===== src/rtl/cal_pkg.sv =====
package cal_pkg;
    localparam int NBYTES  = 10;
    localparam int BYTE_W  = 8;
    localparam int VAL_W   = 7;
    localparam int ADDR_W  = 4;
    localparam int NFIELDS = 3;

    localparam int OFS_SEC  = 0;
    localparam int OFS_ASEC = 1;
    localparam int OFS_MIN  = 2;
    localparam int OFS_AMIN = 3;
    localparam int OFS_HR   = 4;
    localparam int OFS_AHR  = 5;
    localparam int OFS_DOW  = 6;
    localparam int OFS_DOM  = 7;
    localparam int OFS_MON  = 8;
    localparam int OFS_YR   = 9;

    typedef logic [NBYTES-1:0][BYTE_W-1:0] cal_bytes_t;

    typedef struct packed {
        cal_bytes_t b;
        logic       fb;
        logic       al;
    } eng_st_t;

    function automatic logic [VAL_W-1:0] dec(input logic [BYTE_W-1:0] v, input logic bin);
        if (bin) return v[VAL_W-1:0];
        return ({3'b000, v[7:4]} * 7'd10) + {3'b000, v[3:0]};
    endfunction

    function automatic logic [BYTE_W-1:0] enc(input logic [VAL_W-1:0] v, input logic bin);
        logic [VAL_W-1:0] tens, ones;
        tens = v / 7'd10;
        ones = v % 7'd10;
        if (bin) return {1'b0, v};
        return {tens[3:0], ones[3:0]};
    endfunction

    function automatic logic [VAL_W-1:0] month_len(input logic [VAL_W-1:0] mo, input logic [VAL_W-1:0] yr);
        case (mo)
            7'd4, 7'd6, 7'd9, 7'd11: return 7'd30;
            7'd2:                    return (yr[1:0] == 2'b00) ? 7'd29 : 7'd28;
            default:                 return 7'd31;
        endcase
    endfunction

    function automatic cal_bytes_t reset_bytes();
        cal_bytes_t r;
        r = '0;
        r[OFS_DOW] = 8'h01;
        r[OFS_DOM] = 8'h01;
        r[OFS_MON] = 8'h01;
        return r;
    endfunction
endpackage


===== src/rtl/cal_step.sv =====
module cal_step
    import cal_pkg::*;
(
    input  cal_bytes_t cur_i,
    input  logic       bin_i,
    input  logic       h24_i,
    input  logic       dst_i,
    input  logic       fb_done_i,
    output cal_bytes_t nxt_o,
    output logic       fb_set_o,
    output logic       day_roll_o
);
    logic [VAL_W-1:0]  s_v, m_v, h_v, h12_v, dw_v, dd_v, mo_v, yy_v;
    logic              pm_v, at_edge_v, spring_v, fall_v;
    logic [BYTE_W-1:0] hb_v;

    always_comb begin
        nxt_o      = cur_i;
        fb_set_o   = 1'b0;
        day_roll_o = 1'b0;
        pm_v       = 1'b0;
        hb_v       = '0;
        h12_v      = '0;

        s_v  = dec(cur_i[OFS_SEC], bin_i);
        m_v  = dec(cur_i[OFS_MIN], bin_i);
        dw_v = dec(cur_i[OFS_DOW], bin_i);
        dd_v = dec(cur_i[OFS_DOM], bin_i);
        mo_v = dec(cur_i[OFS_MON], bin_i);
        yy_v = dec(cur_i[OFS_YR],  bin_i);
        if (h24_i) begin
            h_v = dec(cur_i[OFS_HR], bin_i);
        end else begin
            h12_v = dec({1'b0, cur_i[OFS_HR][6:0]}, bin_i);
            h_v   = ((h12_v == 7'd12) ? 7'd0 : h12_v) + (cur_i[OFS_HR][7] ? 7'd12 : 7'd0);
        end

        at_edge_v = (h_v == 7'd1) && (m_v == 7'd59) && (s_v == 7'd59);
        spring_v  = dst_i && at_edge_v && (mo_v == 7'd4)  && (dw_v == 7'd1) && (dd_v <= 7'd7);
        fall_v    = dst_i && at_edge_v && (mo_v == 7'd10) && (dw_v == 7'd1) && (dd_v >= 7'd25) && !fb_done_i;

        if (spring_v) begin
            h_v = 7'd3; m_v = '0; s_v = '0;
        end else if (fall_v) begin
            h_v = 7'd1; m_v = '0; s_v = '0;
            fb_set_o = 1'b1;
        end else begin
            s_v = s_v + 7'd1;
            if (s_v == 7'd60) begin
                s_v = '0;
                m_v = m_v + 7'd1;
                if (m_v == 7'd60) begin
                    m_v = '0;
                    h_v = h_v + 7'd1;
                    if (h_v == 7'd24) begin
                        h_v        = '0;
                        day_roll_o = 1'b1;
                    end
                end
            end
        end

        if (day_roll_o) begin
            dw_v = (dw_v >= 7'd7) ? 7'd1 : dw_v + 7'd1;
            if (dd_v >= month_len(mo_v, yy_v)) begin
                dd_v = 7'd1;
                if (mo_v >= 7'd12) begin
                    mo_v = 7'd1;
                    yy_v = (yy_v >= 7'd99) ? 7'd0 : yy_v + 7'd1;
                end else begin
                    mo_v = mo_v + 7'd1;
                end
            end else begin
                dd_v = dd_v + 7'd1;
            end
        end

        nxt_o[OFS_SEC] = enc(s_v,  bin_i);
        nxt_o[OFS_MIN] = enc(m_v,  bin_i);
        nxt_o[OFS_DOW] = enc(dw_v, bin_i);
        nxt_o[OFS_DOM] = enc(dd_v, bin_i);
        nxt_o[OFS_MON] = enc(mo_v, bin_i);
        nxt_o[OFS_YR]  = enc(yy_v, bin_i);
        if (h24_i) begin
            nxt_o[OFS_HR] = enc(h_v, bin_i);
        end else begin
            pm_v  = (h_v >= 7'd12);
            h12_v = h_v % 7'd12;
            if (h12_v == 7'd0) h12_v = 7'd12;
            hb_v  = enc(h12_v, bin_i);
            nxt_o[OFS_HR] = {pm_v, hb_v[6:0]};
        end
    end
endmodule


===== src/rtl/cal_alarm.sv =====
module cal_alarm
    import cal_pkg::*;
(
    input  logic [NFIELDS-1:0][BYTE_W-1:0] now_i,
    input  logic [NFIELDS-1:0][BYTE_W-1:0] alm_i,
    output logic                           hit_o
);
    logic [NFIELDS-1:0] field_ok;

    for (genvar k = 0; k < NFIELDS; k++) begin : g_field
        assign field_ok[k] = (alm_i[k][7:6] == 2'b11) || (alm_i[k] == now_i[k]);
    end

    assign hit_o = &field_ok;
endmodule


===== src/rtl/cal_update_engine.sv =====
module cal_update_engine
    import cal_pkg::*;
(
    input  logic              clk,
    input  logic              rst_n,
    input  logic              tick_i,
    input  logic              bin_mode_i,
    input  logic              hr24_i,
    input  logic              dst_en_i,
    input  logic              wr_en_i,
    input  logic [ADDR_W-1:0] wr_addr_i,
    input  logic [7:0]        wr_data_i,
    output logic [79:0]       regs_o,
    output logic              alarm_o
);
    eng_st_t    st_d, st_q;
    cal_bytes_t step_nxt;
    logic       fb_set, day_roll, alarm_hit, wr_hit;
    logic [NFIELDS-1:0][BYTE_W-1:0] now_f, alm_f;

    assign wr_hit = wr_en_i && (wr_addr_i < ADDR_W'(NBYTES));

    cal_step u_step (
        .cur_i      (st_q.b),
        .bin_i      (bin_mode_i),
        .h24_i      (hr24_i),
        .dst_i      (dst_en_i),
        .fb_done_i  (st_q.fb),
        .nxt_o      (step_nxt),
        .fb_set_o   (fb_set),
        .day_roll_o (day_roll)
    );

    assign now_f = {step_nxt[OFS_HR], step_nxt[OFS_MIN], step_nxt[OFS_SEC]};
    assign alm_f = {st_q.b[OFS_AHR], st_q.b[OFS_AMIN], st_q.b[OFS_ASEC]};

    cal_alarm u_alarm (
        .now_i (now_f),
        .alm_i (alm_f),
        .hit_o (alarm_hit)
    );

    always_comb begin
        st_d    = st_q;
        st_d.al = 1'b0;
        if (wr_hit) begin
            st_d.b[wr_addr_i] = wr_data_i;
        end else if (tick_i) begin
            st_d.b  = step_nxt;
            st_d.al = alarm_hit;
            if (fb_set)        st_d.fb = 1'b1;
            else if (day_roll) st_d.fb = 1'b0;
        end
    end

    always_ff @(posedge clk) begin
        if (!rst_n) begin
            st_q.b  <= reset_bytes();
            st_q.fb <= 1'b0;
            st_q.al <= 1'b0;
        end else begin
            st_q <= st_d;
        end
    end

    assign regs_o  = st_q.b;
    assign alarm_o = st_q.al;

    AST_ALARM_AFTER_TICK: assert property (@(posedge clk) disable iff (!rst_n)
        alarm_o |-> $past(tick_i && !wr_hit));
    AST_IDLE_HOLDS: assert property (@(posedge clk) disable iff (!rst_n)
        (!tick_i && !wr_en_i) |=> $stable(regs_o));
    AST_WRITE_WINS: assert property (@(posedge clk) disable iff (!rst_n)
        wr_hit |=> (st_q.b[$past(wr_addr_i)] == $past(wr_data_i)) && !alarm_o);
    AST_DOW_RANGE: assert property (@(posedge clk) disable iff (!rst_n)
        (tick_i && !wr_hit && (regs_o[55:48] >= 8'd1) && (regs_o[55:48] <= 8'd7))
        |=> (regs_o[55:48] >= 8'd1) && (regs_o[55:48] <= 8'd7));
endmodule


===== config.mk =====
export PLATFORM = sky130hd
export DESIGN_NAME = cal_update_engine
export DESIGN_NICKNAME = d
export VERILOG_FILES = /design/src/rtl/cal_pkg.sv /design/src/rtl/cal_step.sv /design/src/rtl/cal_alarm.sv /design/src/rtl/cal_update_engine.sv
export SDC_FILE = /design/constraint.sdc
export NUM_CORES = 1
export LEC_CHECK = 0
export ABC_AREA = 1
export BUFFER_PORTS_ARGS = -buffer_cell sky130_fd_sc_hd__buf_4
export CORE_ASPECT_RATIO = 0.6
export CORE_MARGIN = 2
export CORE_UTILIZATION = 55
export CTS_BUF_LIST = sky130_fd_sc_hd__clkbuf_8 sky130_fd_sc_hd__clkbuf_16
export CTS_CLUSTER_SIZE = 12
export DETAILED_ROUTE_END_ITERATION = 6
export PLACE_DENSITY = 0.78
export SYNTH_ARGS = -nofsm -noshare
export SYNTH_HDL_FRONTEND = slang
export SYNTH_SLANG_ARGS = --single-unit

===== constraint.sdc =====
create_clock -name clk -period 6.5 [get_ports clk]
set_input_delay 1.625 -clock clk [delete_from_list [all_inputs] [get_ports clk]]
set_output_delay 1.625 -clock clk [all_outputs]
set_load 0.005 [all_outputs]

==> summary.txt <==
GRT
  • Total grt overflow: 0
  • Largest net degree at the start of global routing: 54
  • Global-route wire length before repair: 63.91 mm
  • Initial antenna violation count: 0
  • Via count of the first global-routing pass: 12600
  • Global Route Usage Sum: 0.3713

Clocking
  • CTS buffer count: 9
  • Deepest clock path buffer count: 2
  • Number of buffers added to fix hold violations after cts: 0
  • Clock sinks: 82
  • Number of H-tree levels: 3
  • Worst skew pair latency: 0.36 ns
  • Clock slew at reported path FFs: 0.07 ns
  • Root Driver: clkbuf_16
  • CTS tree: built

Timing
  • Setup TNS: -1.046 ns
  • Highest clock rate: 148.7 MHz
  • Min cycle time layout: 6.725 ns
  • Setup ws final: -0.2247 ns
  • RSZ-0062 raised after global routing: true
  • Fin crit share: 1.035
  • Final hold vios: 0
  • Pins Over Slew Limit: 0
  • Slew margin rel.: 0.08775
  • Worst Clk Skew: 0.01225 ns
  • Final setup fails: 8
  • Slew at the pin closest to its max-slew limit: 1.363 ns

Logic synthesis
  • Dominant synthesized flop cell: dfxtp_1
  • Leading area contributor after synthesis: nand2_1
  • Post-synth EDFFs: 0
  • Post-synthesis cell count: 1905
  • Asr flop ratio synth: 0
  • Register area share after synthesis: 0.1490
  • Post-Syn Area per Cell: 5.785 sq um
  • Netlist cell types: 55
  • Yosys Warn Count: 0
  • Synth area leaders: nand2_1 (19%), dfxtp_1 (15%), ha_1 (8.9%)
  • Yosys top cell area share: 0.1911
  • Synth Cell Area: 0.01102 sq mm
  • Syn_nets: 2017
  • #FFs+latches synth: 82

Drt
  • Via count: 14360
  • Initial DRT Pass Iterations: 7
  • DRC: 0
  • Drt initial violations: 1822
  • Antenna-violating nets left: 0
  • Aggregate routed wire length: 42.49 mm
  • Routed len/inst: 16.79 um
  • Post-DR vias/cell: 5.674

Floorplanning
  • Core area: 0.01982 sq mm
  • Die area: 0.02122 sq mm
  • Starting density of the core: 0.5561
  • Rows: 40
  • Ports: 100
  • Die width: 186.7 um
  • Die height: 113.6 um

Critical path
  • R2R Path End: regs_o[58]
  • CP startpoint: bin_mode_i
  • Maximum fanout along the worst path: 4
  • Worst setup path endpoint: regs_o[58]
  • CP max-delay cell: fa_2
  • Worst r2r src: regs_o[36]
  • WP data arrival: 6.94 ns
  • Register-to-Register Path Depth: 48
  • CP endpoint kind: register
  • Crit path largest cell delay: 0.48 ns
  • Register-to-Register Setup Slack: -0.10 ns
  • Worst setup path class: in -> reg
  • Critical path launch point type: input pin
  • CP required: 6.71 ns
  • CP dominant cell by count: nand2_2

Run status
  • Status: complete, but fails checks
  • Failing checks: setup timing

Placed design
  • # port buffers: 99
  • Dpl cell area: 0.01377 sq mm
  • Gpl congestion: 0.9647
  • Placed Cells: 2462
  • DPL Wire Length: 30.95 mm

Job
  • Max-Cap Viols: 0

Finish
  • Antenna cell count: 0
  • Commonest non-fill, non-tap cell in the layout: nand2_1
  • Layout cells sized above 1: 0.2853
  • Final instance area: 0.01519 sq mm
  • Layout area overhead: 37.83%
  • Layout Nets: 2364
  • Post-route insts no fill: 2530
  • Commonest cells after routing, fill and taps aside: nand2_1 (511), buf_4 (364), inv_1 (239)

Power
  • Power Dens Cells: 230.4 mW/mm^2
  • VDD IR-drop max: 0.0002807 V
  • Post-route total power: 3500 uW
  • Lkg Pwr: 0.007825 uW

Worst hold path
  • HP Class: reg -> reg
[what timing repair did]
action / in CTS / in global routing
setup endpoints to repair: 17 / 25
gates resized for setup: 20 / 154
pin swaps: 19 / 81
buffers inserted: 8 / 43
cloned: 0 / 2
[report_power, final]
group	switching [uW]	total [uW]	internal, uW	leakage [uW]
Clock	237	597	360	0.000162
Sequential	66.7	607	540	0.000668
Combinational	1310	2300	985	0.00700
Total	1610	3500	1890	0.00783
[cell usage after synthesis (9+ instances only)]
cell type	n
xor2_1	20
nand4_1	44
nand3b_1	10
buf_1	9
nor2_1	159
o21ai_2	11
nand3_2	19
inv_2	22
nand2_1	561
a31oi_1	40
clkbuf_1	26
o21ai_0	115
a21oi_1	72
ha_1	78
or2_2	11
dfxtp_1	82
nand2_2	22
nand3_1	194
inv_1	255
xnor2_1	16
nor3_1	13
fa_1	15
o21ai_1	24
[worst max-delay path, delay by kind of cell]
family                     cells  cell delay (ns)
and+or+nand+nor               31             2.94
AOI/OAI and AO/OA              3             0.51
adders and majority gates      4             0.92
buffers and inverters          9             0.92
[stage by stage]
step	hold slack [ns]	worst slack, ns	utilization
floorplan	0.4732	-0.2622	-
global placement	0.4894	-0.4021	0.6950
detailed placement	0.4974	-0.6536	0.6950
CTS	0.5080	-0.003686	0.7187
global route	0.5421	-0.5608	0.7664
finish	0.5127	-0.2247	0.7664
[routing by layer]
metal	global-route usage	part of all wire	wire, um	up-vias
li1	-	-	-	6914
met1	0.5392	0.43	18380	6452
met2	0.5487	0.41	17380	866
met3	0.09631	0.13	5656	123
met4	0.08360	0.025	1062	0
met5	0	0	0	-
[sequential cells by signal (all words and copies together) (netlist names)]
name     count
regs_o      80
alarm_o      1
st_q         1
[layout make-up]
type	count	area, sq um
inverters	281	1072
flip-flops and latches	82	1642
clock inverters	5	85.08
repair buffers	383	3004
well taps	273	341.6
multi-input cells	1495	8792
clock buffers	11	252.7
fillers	1599	4629
[how the worst min path moves through the flow]
stage                     from          to  slack (ns)  depth (start not counted)
floorplan           regs_o[41]  regs_o[41]        0.47                          2
global placement    regs_o[44]  regs_o[44]        0.49                          2
detailed placement  regs_o[44]  regs_o[44]        0.50                          2
CTS                 regs_o[44]  regs_o[44]        0.51                          2
global route        regs_o[25]  regs_o[25]        0.54                          2
finish              regs_o[44]  regs_o[44]        0.51                          2
[cells by family after synthesis]
group           Yosys count  share of synthesized area
simple gates           1070                     0.4362
buf+inv                 328                     0.1171
compound gates          295                     0.1513
fa+ha+maj                93                     0.1158
flops                    82                     0.1490
xor+xnor                 37                    0.03065
No activity file was read; power rests on OpenSTA's default activity.
